## src/rtl/txe_pkg.sv

```systemverilog
package txe_pkg;

    typedef enum logic [1:0] {
        ST_EMPTY = 2'd0,
        ST_BUSY  = 2'd1,
        ST_HOLD  = 2'd2
    } txe_state_e;

    // Trigger depth for each select code.
    function automatic logic [3:0] trig_depth(input logic [1:0] sel);
        logic [3:0] d;
        unique case (sel)
            2'd0:    d = 4'd1;
            2'd1:    d = 4'd4;
            2'd2:    d = 4'd8;
            default: d = 4'd14;
        endcase
        return d;
    endfunction

endpackage

```

## src/rtl/txe_trig_detect.sv

```systemverilog
module txe_trig_detect #(
    parameter int LVL_W = 5
) (
    input  logic             clk,
    input  logic             rst_n,
    input  logic             fifo_mode,
    input  logic [1:0]       trig_sel,
    input  logic [LVL_W-1:0] fifo_level,
    output logic             trig_hit,
    output logic             lvl_zero,
    output logic             trig_seen,
    output logic [LVL_W-1:0] trig_val
);
    assign trig_val = LVL_W'(txe_pkg::trig_depth(trig_sel));
    assign trig_hit = fifo_mode && (fifo_level >= trig_val);
    assign lvl_zero = fifo_mode && (fifo_level == '0);

    // Remembers that the trigger level was met since the last empty event.
    always_ff @(posedge clk or negedge rst_n) begin
        if (!rst_n) begin
            trig_seen <= 1'b0;
        end else if (lvl_zero) begin
            trig_seen <= 1'b0;
        end else if (trig_hit) begin
            trig_seen <= 1'b1;
        end
    end

    assert_latch_set_R5: assert property (@(posedge clk) disable iff (!rst_n)
        (fifo_mode && fifo_level >= trig_val) |=> trig_seen);

    assert_latch_clear_R5: assert property (@(posedge clk) disable iff (!rst_n)
        (fifo_mode && fifo_level == '0) |=> !trig_seen);

endmodule

```

## src/rtl/txe_delay_timer.sv

```systemverilog
module txe_delay_timer #(
    parameter int TMR_W = 8
) (
    input  logic             clk,
    input  logic             rst_n,
    input  logic             load,
    input  logic             cancel,
    input  logic [TMR_W-1:0] len,
    output logic             running,
    output logic             expire
);
    logic [TMR_W-1:0] cnt;

    assign expire = running && (cnt == TMR_W'(1));

    always_ff @(posedge clk or negedge rst_n) begin
        if (!rst_n) begin
            running <= 1'b0;
            cnt     <= '0;
        end else if (cancel) begin
            running <= 1'b0;
        end else if (load) begin
            running <= (len != '0);
            cnt     <= len;
        end else if (running) begin
            if (cnt == TMR_W'(1)) begin
                running <= 1'b0;
            end else begin
                cnt <= cnt - TMR_W'(1);
            end
        end
    end

    assert_load_count_R6: assert property (@(posedge clk) disable iff (!rst_n)
        (load && !cancel && len != '0) |=> (running && cnt == $past(len)));

    assert_cancel_stops_R7: assert property (@(posedge clk) disable iff (!rst_n)
        cancel |=> !running);

endmodule

```

## src/rtl/uart_txe_status.sv

```systemverilog
module uart_txe_status #(
    parameter int LVL_W = 5,
    parameter int TMR_W = 8
) (
    input  logic             clk,
    input  logic             rst_n,
    input  logic             fifo_mode,
    input  logic [1:0]       trig_sel,
    input  logic             timer_en,
    input  logic [TMR_W-1:0] tmr_len,
    input  logic             host_wr,
    input  logic             mcu_rd,
    input  logic [LVL_W-1:0] fifo_level,
    output logic             thre_host,
    output logic             temt_host,
    output logic             thre_mcu
);
    import txe_pkg::*;

    txe_state_e       state, nxt;
    logic             trig_hit, lvl_zero, trig_seen;
    logic [LVL_W-1:0] trig_val;
    logic             tmr_running, tmr_expire;
    logic             fill_evt, drain_evt, use_tmr;
    logic             tmr_load, tmr_cancel;

    txe_trig_detect #(.LVL_W(LVL_W)) trig_i (
        .clk        (clk),
        .rst_n      (rst_n),
        .fifo_mode  (fifo_mode),
        .trig_sel   (trig_sel),
        .fifo_level (fifo_level),
        .trig_hit   (trig_hit),
        .lvl_zero   (lvl_zero),
        .trig_seen  (trig_seen),
        .trig_val   (trig_val)
    );

    txe_delay_timer #(.TMR_W(TMR_W)) tmr_i (
        .clk     (clk),
        .rst_n   (rst_n),
        .load    (tmr_load),
        .cancel  (tmr_cancel),
        .len     (tmr_len),
        .running (tmr_running),
        .expire  (tmr_expire)
    );

    // Events seen through the active mode only.
    assign fill_evt  = fifo_mode ? trig_hit : host_wr;
    assign drain_evt = fifo_mode ? lvl_zero : (mcu_rd && !host_wr);
    assign use_tmr   = timer_en && (tmr_len != '0);

    // Next state and timer control.
    always_comb begin
        nxt        = state;
        tmr_load   = 1'b0;
        tmr_cancel = 1'b0;
        unique case (state)
            ST_BUSY: begin
                if (drain_evt) begin
                    nxt      = use_tmr ? ST_HOLD : ST_EMPTY;
                    tmr_load = use_tmr;
                end
            end
            ST_HOLD: begin
                if (fill_evt) begin
                    nxt        = ST_BUSY;
                    tmr_cancel = 1'b1;
                end else if (tmr_expire) begin
                    nxt = ST_EMPTY;
                end
            end
            ST_EMPTY: begin
                if (fill_evt) nxt = ST_BUSY;
            end
            default: nxt = ST_EMPTY;
        endcase
    end

    // State register.
    always_ff @(posedge clk or negedge rst_n) begin
        if (!rst_n) state <= ST_EMPTY;
        else        state <= nxt;
    end

    // Outputs.
    always_comb begin
        thre_host = (state == ST_EMPTY);
        temt_host = (state == ST_EMPTY);
        thre_mcu  = (state != ST_BUSY);
    end

    assert_reset_flags_R1: assert property (@(posedge clk)
        !rst_n |=> (thre_host && temt_host && thre_mcu && !trig_seen));

    assert_write_clears_R2: assert property (@(posedge clk) disable iff (!rst_n)
        (!fifo_mode && host_wr) |=> (!thre_mcu && !thre_host));

    assert_drain_sets_R3: assert property (@(posedge clk) disable iff (!rst_n)
        (!fifo_mode && mcu_rd && !host_wr) |=> thre_mcu);

    assert_empty_sets_R4: assert property (@(posedge clk) disable iff (!rst_n)
        (fifo_mode && fifo_level == '0) |=> thre_mcu);

    assert_below_trig_R5: assert property (@(posedge clk) disable iff (!rst_n)
        (fifo_mode && thre_mcu && fifo_level < trig_val) |=> thre_mcu);

    assert_host_after_mcu_R6: assert property (@(posedge clk) disable iff (!rst_n)
        thre_host |-> thre_mcu);

    assert_timer_sync_R6: assert property (@(posedge clk) disable iff (!rst_n)
        (state == ST_HOLD) == tmr_running);

    assert_temt_follows_R8: assert property (@(posedge clk) disable iff (!rst_n)
        temt_host == thre_host);

endmodule

```

## config.mk

```make
export PLATFORM = sky130hd
export DESIGN_NAME = uart_txe_status
export DESIGN_NICKNAME = d
export VERILOG_FILES = /design/src/rtl/txe_pkg.sv /design/src/rtl/txe_trig_detect.sv /design/src/rtl/txe_delay_timer.sv /design/src/rtl/uart_txe_status.sv
export SDC_FILE = /design/constraint.sdc
export NUM_CORES = 1
export LEC_CHECK = 0
export ABC_AREA = 0
export CORE_ASPECT_RATIO = 1.1
export CORE_MARGIN = 2
export CORE_UTILIZATION = 51
export DETAILED_ROUTE_END_ITERATION = 8
export GPL_ROUTABILITY_DRIVEN = 1
export GPL_TIMING_DRIVEN = 0
export HOLD_SLACK_MARGIN = 0.12
export PLACE_DENSITY = 0.9
export RECOVER_POWER = 50
export SYNTH_ARGS = -nofsm -noshare
export SYNTH_HDL_FRONTEND = slang
export SYNTH_SLANG_ARGS = --single-unit
```

## constraint.sdc

```tcl
create_clock -name clk -period 4.5 [get_ports clk]
set_clock_uncertainty 0.2 [all_clocks]
set_input_delay 0.9 -clock clk [delete_from_list [all_inputs] [get_ports clk]]
set_output_delay 0.9 -clock clk [all_outputs]
set_load 0.02 [all_outputs]
```

# == Word-level counts from Yosys, hierarchy flattened ==
# Cells that the tools add are included.
# op_classes
add_sub_neg,1
mul,0
n_div,0
n_lt_le_gt_ge,1
n_eq_ne,10
n_shift,0
n_mux,20
bitwise_logic,1
reduce_logical,13
# op_table
cell,n
8-bit 2-to-1 mux,3
4-bit one-hot mux with 3 select lines,1
1-bit 2-to-1 mux,10
2-bit 2-to-1 mux,5
8-bit by 1-bit == test with 1-bit output (second input constant),1
8-bit nonzero test,1
8-bit by 1-bit subtractor with 8-bit output (second input constant),1
2-bit by 1-bit != test with 1-bit output (second input constant),3
2-bit one-hot mux with 3 select lines,1
3-bit AND reduction,2
5-bit by 4-bit greater-or-equal comparator with 1-bit output,1
1-bit logical AND,5
5-bit logical NOT,1
2-bit by 1-bit == test with 1-bit output (second input constant),2
2-bit == test (second input constant),2
2-bit logical NOT,2
3-bit != test (second input constant),1
2-bit != test (second input constant),1
2-bit nonzero test,1
1-bit logical NOT,1
1-bit inverter,1
# word_totals
reg_bits,11
latchBits,0
ram_bits,0
mem_bits_ro,0
in_bits,21
out_inout_bits,3
wordCells,49
memories,0

# == Depth between registers and ports, before layout ==
# depth
depth_word,9
depth_mapped,8

# == By module ==
# Synthesis repeated with hierarchy kept, for this count alone.
# hier_totals
cells_unflattened,117
hier_area_um2,1043.5
# by_module_without_submodules
module,instances,cells_each,area_per_inst_um2,seq_area_each_um2
txe_delay_timer,1,72,664.4,225.2
txe_trig_detect,1,26,207.7,25.0
uart_txe_status,1,19,171.4,50.0

# == Worst setup path after synthesis ==
# Ideal clock, no wire load.
# synth_timing
path_type,input port to flip-flop
startpoint,input trig_sel[1]
endpoint,register tmr_i.cnt[5]
setup_ns,0.087
arrival_time_ns,2.337
t_required_ns,4.213
slack_ns,1.877
stages,7
path_buffers,0
cell_sequence,nor2_1 > ha_1 > nand2b_1 > a31o_2 > a21o_1 > or4b_1 > o211ai_1
# synth_via
elab_chain_len,9
# synth_rtl
item,line_no,rtl
start: declaration,uart_txe_status.sv:8,"input logic [1:0] trig_sel,"
2-bit == test (tied with other cells),txe_pkg.sv:12,unique case (sel)
4-bit one-hot mux with 3 select lines *,txe_pkg.sv:12,
5-bit by 4-bit greater-or-equal comparator with 1-bit output *,txe_trig_detect.sv:15,assign trig_hit = fifo_mode && (fifo_level >= trig_val);
1-bit logical AND *,txe_trig_detect.sv:15,
1-bit 2-to-1 mux *,uart_txe_status.sv:50,assign fill_evt = fifo_mode ? trig_hit : host_wr;
1-bit 2-to-1 mux *,uart_txe_status.sv:67,if (fill_evt) begin
1-bit 2-to-1 mux *,uart_txe_status.sv:59,unique case (state)
1-bit inverter (no source line) *,-,
3-bit AND reduction (no source line) *,-,
end signal: assignment,txe_delay_timer.sv:24,cnt <= len;
end signal: assignment,txe_delay_timer.sv:29,cnt <= cnt - TMR_W'(1);
end: declaration,txe_delay_timer.sv:12,logic [TMR_W-1:0] cnt;
# Every way passes the cells marked *; elsewhere a longest branch is shown, timed or not.
# A chain may end at the register's enable or synchronous reset.

# == Final worst setup path ==
# layout_timing
startpoint,input trig_sel[1]
endpoint,register tmr_i.cnt[3]
# Same word-level chain as after synthesis.

==> run_results.csv <==
group,metric,value,unit
placed_design,gp_congestion,0.889,
timing,clock.fmax,0.332,GHz
drt,routed_wl,2190,µm
clock_tree,cts_buffers,3,
yosys,synth_seq_cells,11,
power_and_ir_drop,leakagePower,0.516,nW
drt,final_antenna_net_count,0,
yosys,synth_cell_types,37,
setup_path,worstPathRequired,4.47,ns
setup_path,critPathLaunch,"trig_sel[1]",
drt,drc,0,
global_route,grt_pass1_wl,3540,µm
drt,wire_per_inst,15.0,µm
floorplan,core,0.00160,mm²
timing,rsz0062_at_grt,"no",
floorplan,rows,15,
global_route,antenna_found_initial,0,
floorplan,die-area,0.00208,mm²
power_and_ir_drop,pwr_density_cell,481,mW/mm²
setup_path,worst_ep_arrival_time,2.99,ns
drt,first_iter_violations,31,
yosys,yosysTopAreaCell,"dfrtp_1",
power_and_ir_drop,max-vdd-ir-drop,325,µV
global_route,grt_remaining_overflow,0,
floorplan,pin_count,24,
clock_tree,cts_resized,0,
floorplan,fp.dieW,43.7,µm
setup_path,cp_cell_sequence,"dlygate4sd3_1, inv_1, ha_1, nand2_1, a211oi_1, a21o_1, clkbuf_1, a21oi_1, o22a_1",
yosys,syn_inst,102,
yosys,synth_warnings,0,
setup_path,critPathMaxFanout,10,
hold_path,min_path_type,"reg2reg",
timing,worstMarginPinSlew,0.521,ns
setup_path,r2r-start,"tmr_i.cnt[0]$_DFFE_PN0P_",
run_status,outcome,"finished clean",
drt,via_count,904,
clock_tree,clk_pin_slew,0.07,ns
hold_path,holdCritStartpoint,"state[0]$_DFFE_PN0P_",
timing,drv_slew,0,
clock_tree,cts-root-buf,"clkbuf_4",
yosys,ys.flop_type,"dfrtp_1",
finish,drive_above_1_share,8.53,%
setup_path,path_class,"in2reg",
finish,syn_to_final_growth,31.4,%
yosys,synthTopCellsByArea,"dfrtp_1, ha_1, a21oi_1",
yosys,synth.cell_area,885,µm²
yosys,seq_area_frac_synth,31.1,%
timing,final_hold_viol_count,0,
clock_tree,clkSinkCount,11,
setup_path,cpLargestDelayFamily,"buffers and inverters",
clock_tree,worstSkewPairLatency,0.28,ns
yosys,synth_top_area_share,31.1,%
floorplan,die_y,47.7,µm
drt,vias_per_cell,6.19,
placed_design,dpl.hpwl,1780,µm
timing,fin_crit_sh,67.0,%
setup_path,crit_path_start_kind,"primary input",
timing,tns,0,ns
finish,fillCellCount,128,
finish,fin_area,0.00116,mm²
global_route,track_usage,23.2,%
finish,antenna_cells,0,
setup_path,end_kind,"flop",
clock_tree,cts_max_path_buffers,2,
setup_path,cpPeakStageDelay,0.56,ns
timing,post-route-min-period,3.02,ns
yosys,synthesis.nets,129,
floorplan,start_util,55.5,%
placed_design,placed_area,0.00114,mm²
run,maxCapViolCount,0,
yosys,syn_avg_cell_area,8.67,µm²
yosys,synth_top_cells_by_count,"dfrtp_1, inv_1, a21oi_1",
global_route,grt_pass1_vias,877,
yosys,async_flop_share,100,%
setup_path,cpMaxStageDelayCell,"dlygate4sd3_1",
placed_design,numPortBuffers,23,
finish,fin_nets,157,
timing,setup_viol,0,
clock_tree,cts_max_level,1,
setup_path,critPathBufInv,3,
global_route,grt_max_degree,12,
clock_tree,cts_tree,"built",
drt,drt-pass1-iter-count,4,
yosys,synth_edf_count,0,
clock_tree,cts_setup_buffers,0,
timing,slew-limit-headroom,65.2,%
clock_tree,cts_hold_buf,0,
metrics by stage:
step           std cells  setup slack [ns]  util (%)  hold slack (ns)  power [W]
2_1_floorplan        102              1.88         -            0.276   0.000389
5_1_grt              146              1.37      72.9            0.348   0.000602
3_3_place_gp         142              1.32      71.2            0.299   0.000473
4_1_cts              146              1.59      72.9            0.315   0.000561
6_report             146              1.48      72.9            0.309   0.000559
3_5_place_dp         142              1.30      71.2            0.306   0.000490
power breakdown:
part / internal [W] / leakage (nW) / switching (W)
Combinational: 0.000142 / 0.368 / 0.000143
Clock: 0.0000345 / 0.0150 / 0.0000362
Sequential: 0.000148 / 0.133 / 0.0000545
state kept, by name (all words and copies together) (netlist names):
name,cells
tmr_i.running,1
tmr_i.cnt,8
state,2
cell families after synthesis:
group           share of synthesized area [%]
mux                                      5.80
compound gates                           21.5
flops                                    31.1
buf+inv                                  6.51
simple gates                             26.6
fa+ha+maj                                8.49
area by class of cell:
class / count / area (µm²) / share of cell area [%]
plain buffers: 3 / 16.3 / 1.40
clock buffers: 4 / 26.3 / 2.26
inverters: 11 / 41.3 / 3.55
multi-input cells: 77 / 552 / 47.5
flip-flops and latches: 11 / 275 / 23.7
well taps: 17 / 21.3 / 1.83
repair buffers: 23 / 230 / 19.8
path summary, 6_finish.rpt:
check                                           end  slack, ns  cells past startpoint
max in group asynchronous      state[1]$_DFFE_PN0P_       2.92                      1
setup / recovery           tmr_i.cnt[3]$_DFFE_PN0P_       1.48                      9
setup reg to reg           tmr_i.cnt[5]$_DFFE_PN0P_       2.41                      6
hold / removal                 state[1]$_DFFE_PN0P_       0.31                      1
hold reg to reg                state[1]$_DFFE_PN0P_       0.31                      1
min in group asynchronous  tmr_i.cnt[3]$_DFFE_PN0P_       0.83                      1
cell usage in the layout, fill, tap and decap left out, types with 2 or more instances in the layout:
cell type / instances
clkdlybuf4s50_1: 21
inv_1: 11
dfrtp_1: 11
a21oi_1: 10
nor2_1: 8
nand2_1: 6
ha_1: 6
o22ai_1: 5
nand2b_1: 4
nand3_1: 4
mux2i_1: 4
nor4_1: 3
clkbuf_4: 3
nor3b_1: 2
a21o_1: 2
or3_1: 2
clkbuf_1: 2
o211ai_1: 2
dlygate4sd3_1: 2
metal layers:
layer	track usage (%)	share of wire, %
met5	0	0
met4	13.9	2.1
met3	3.40	8.0
met2	44.1	51
met1	24.6	39
Note: power is estimated with default switching activity, not from simulation.
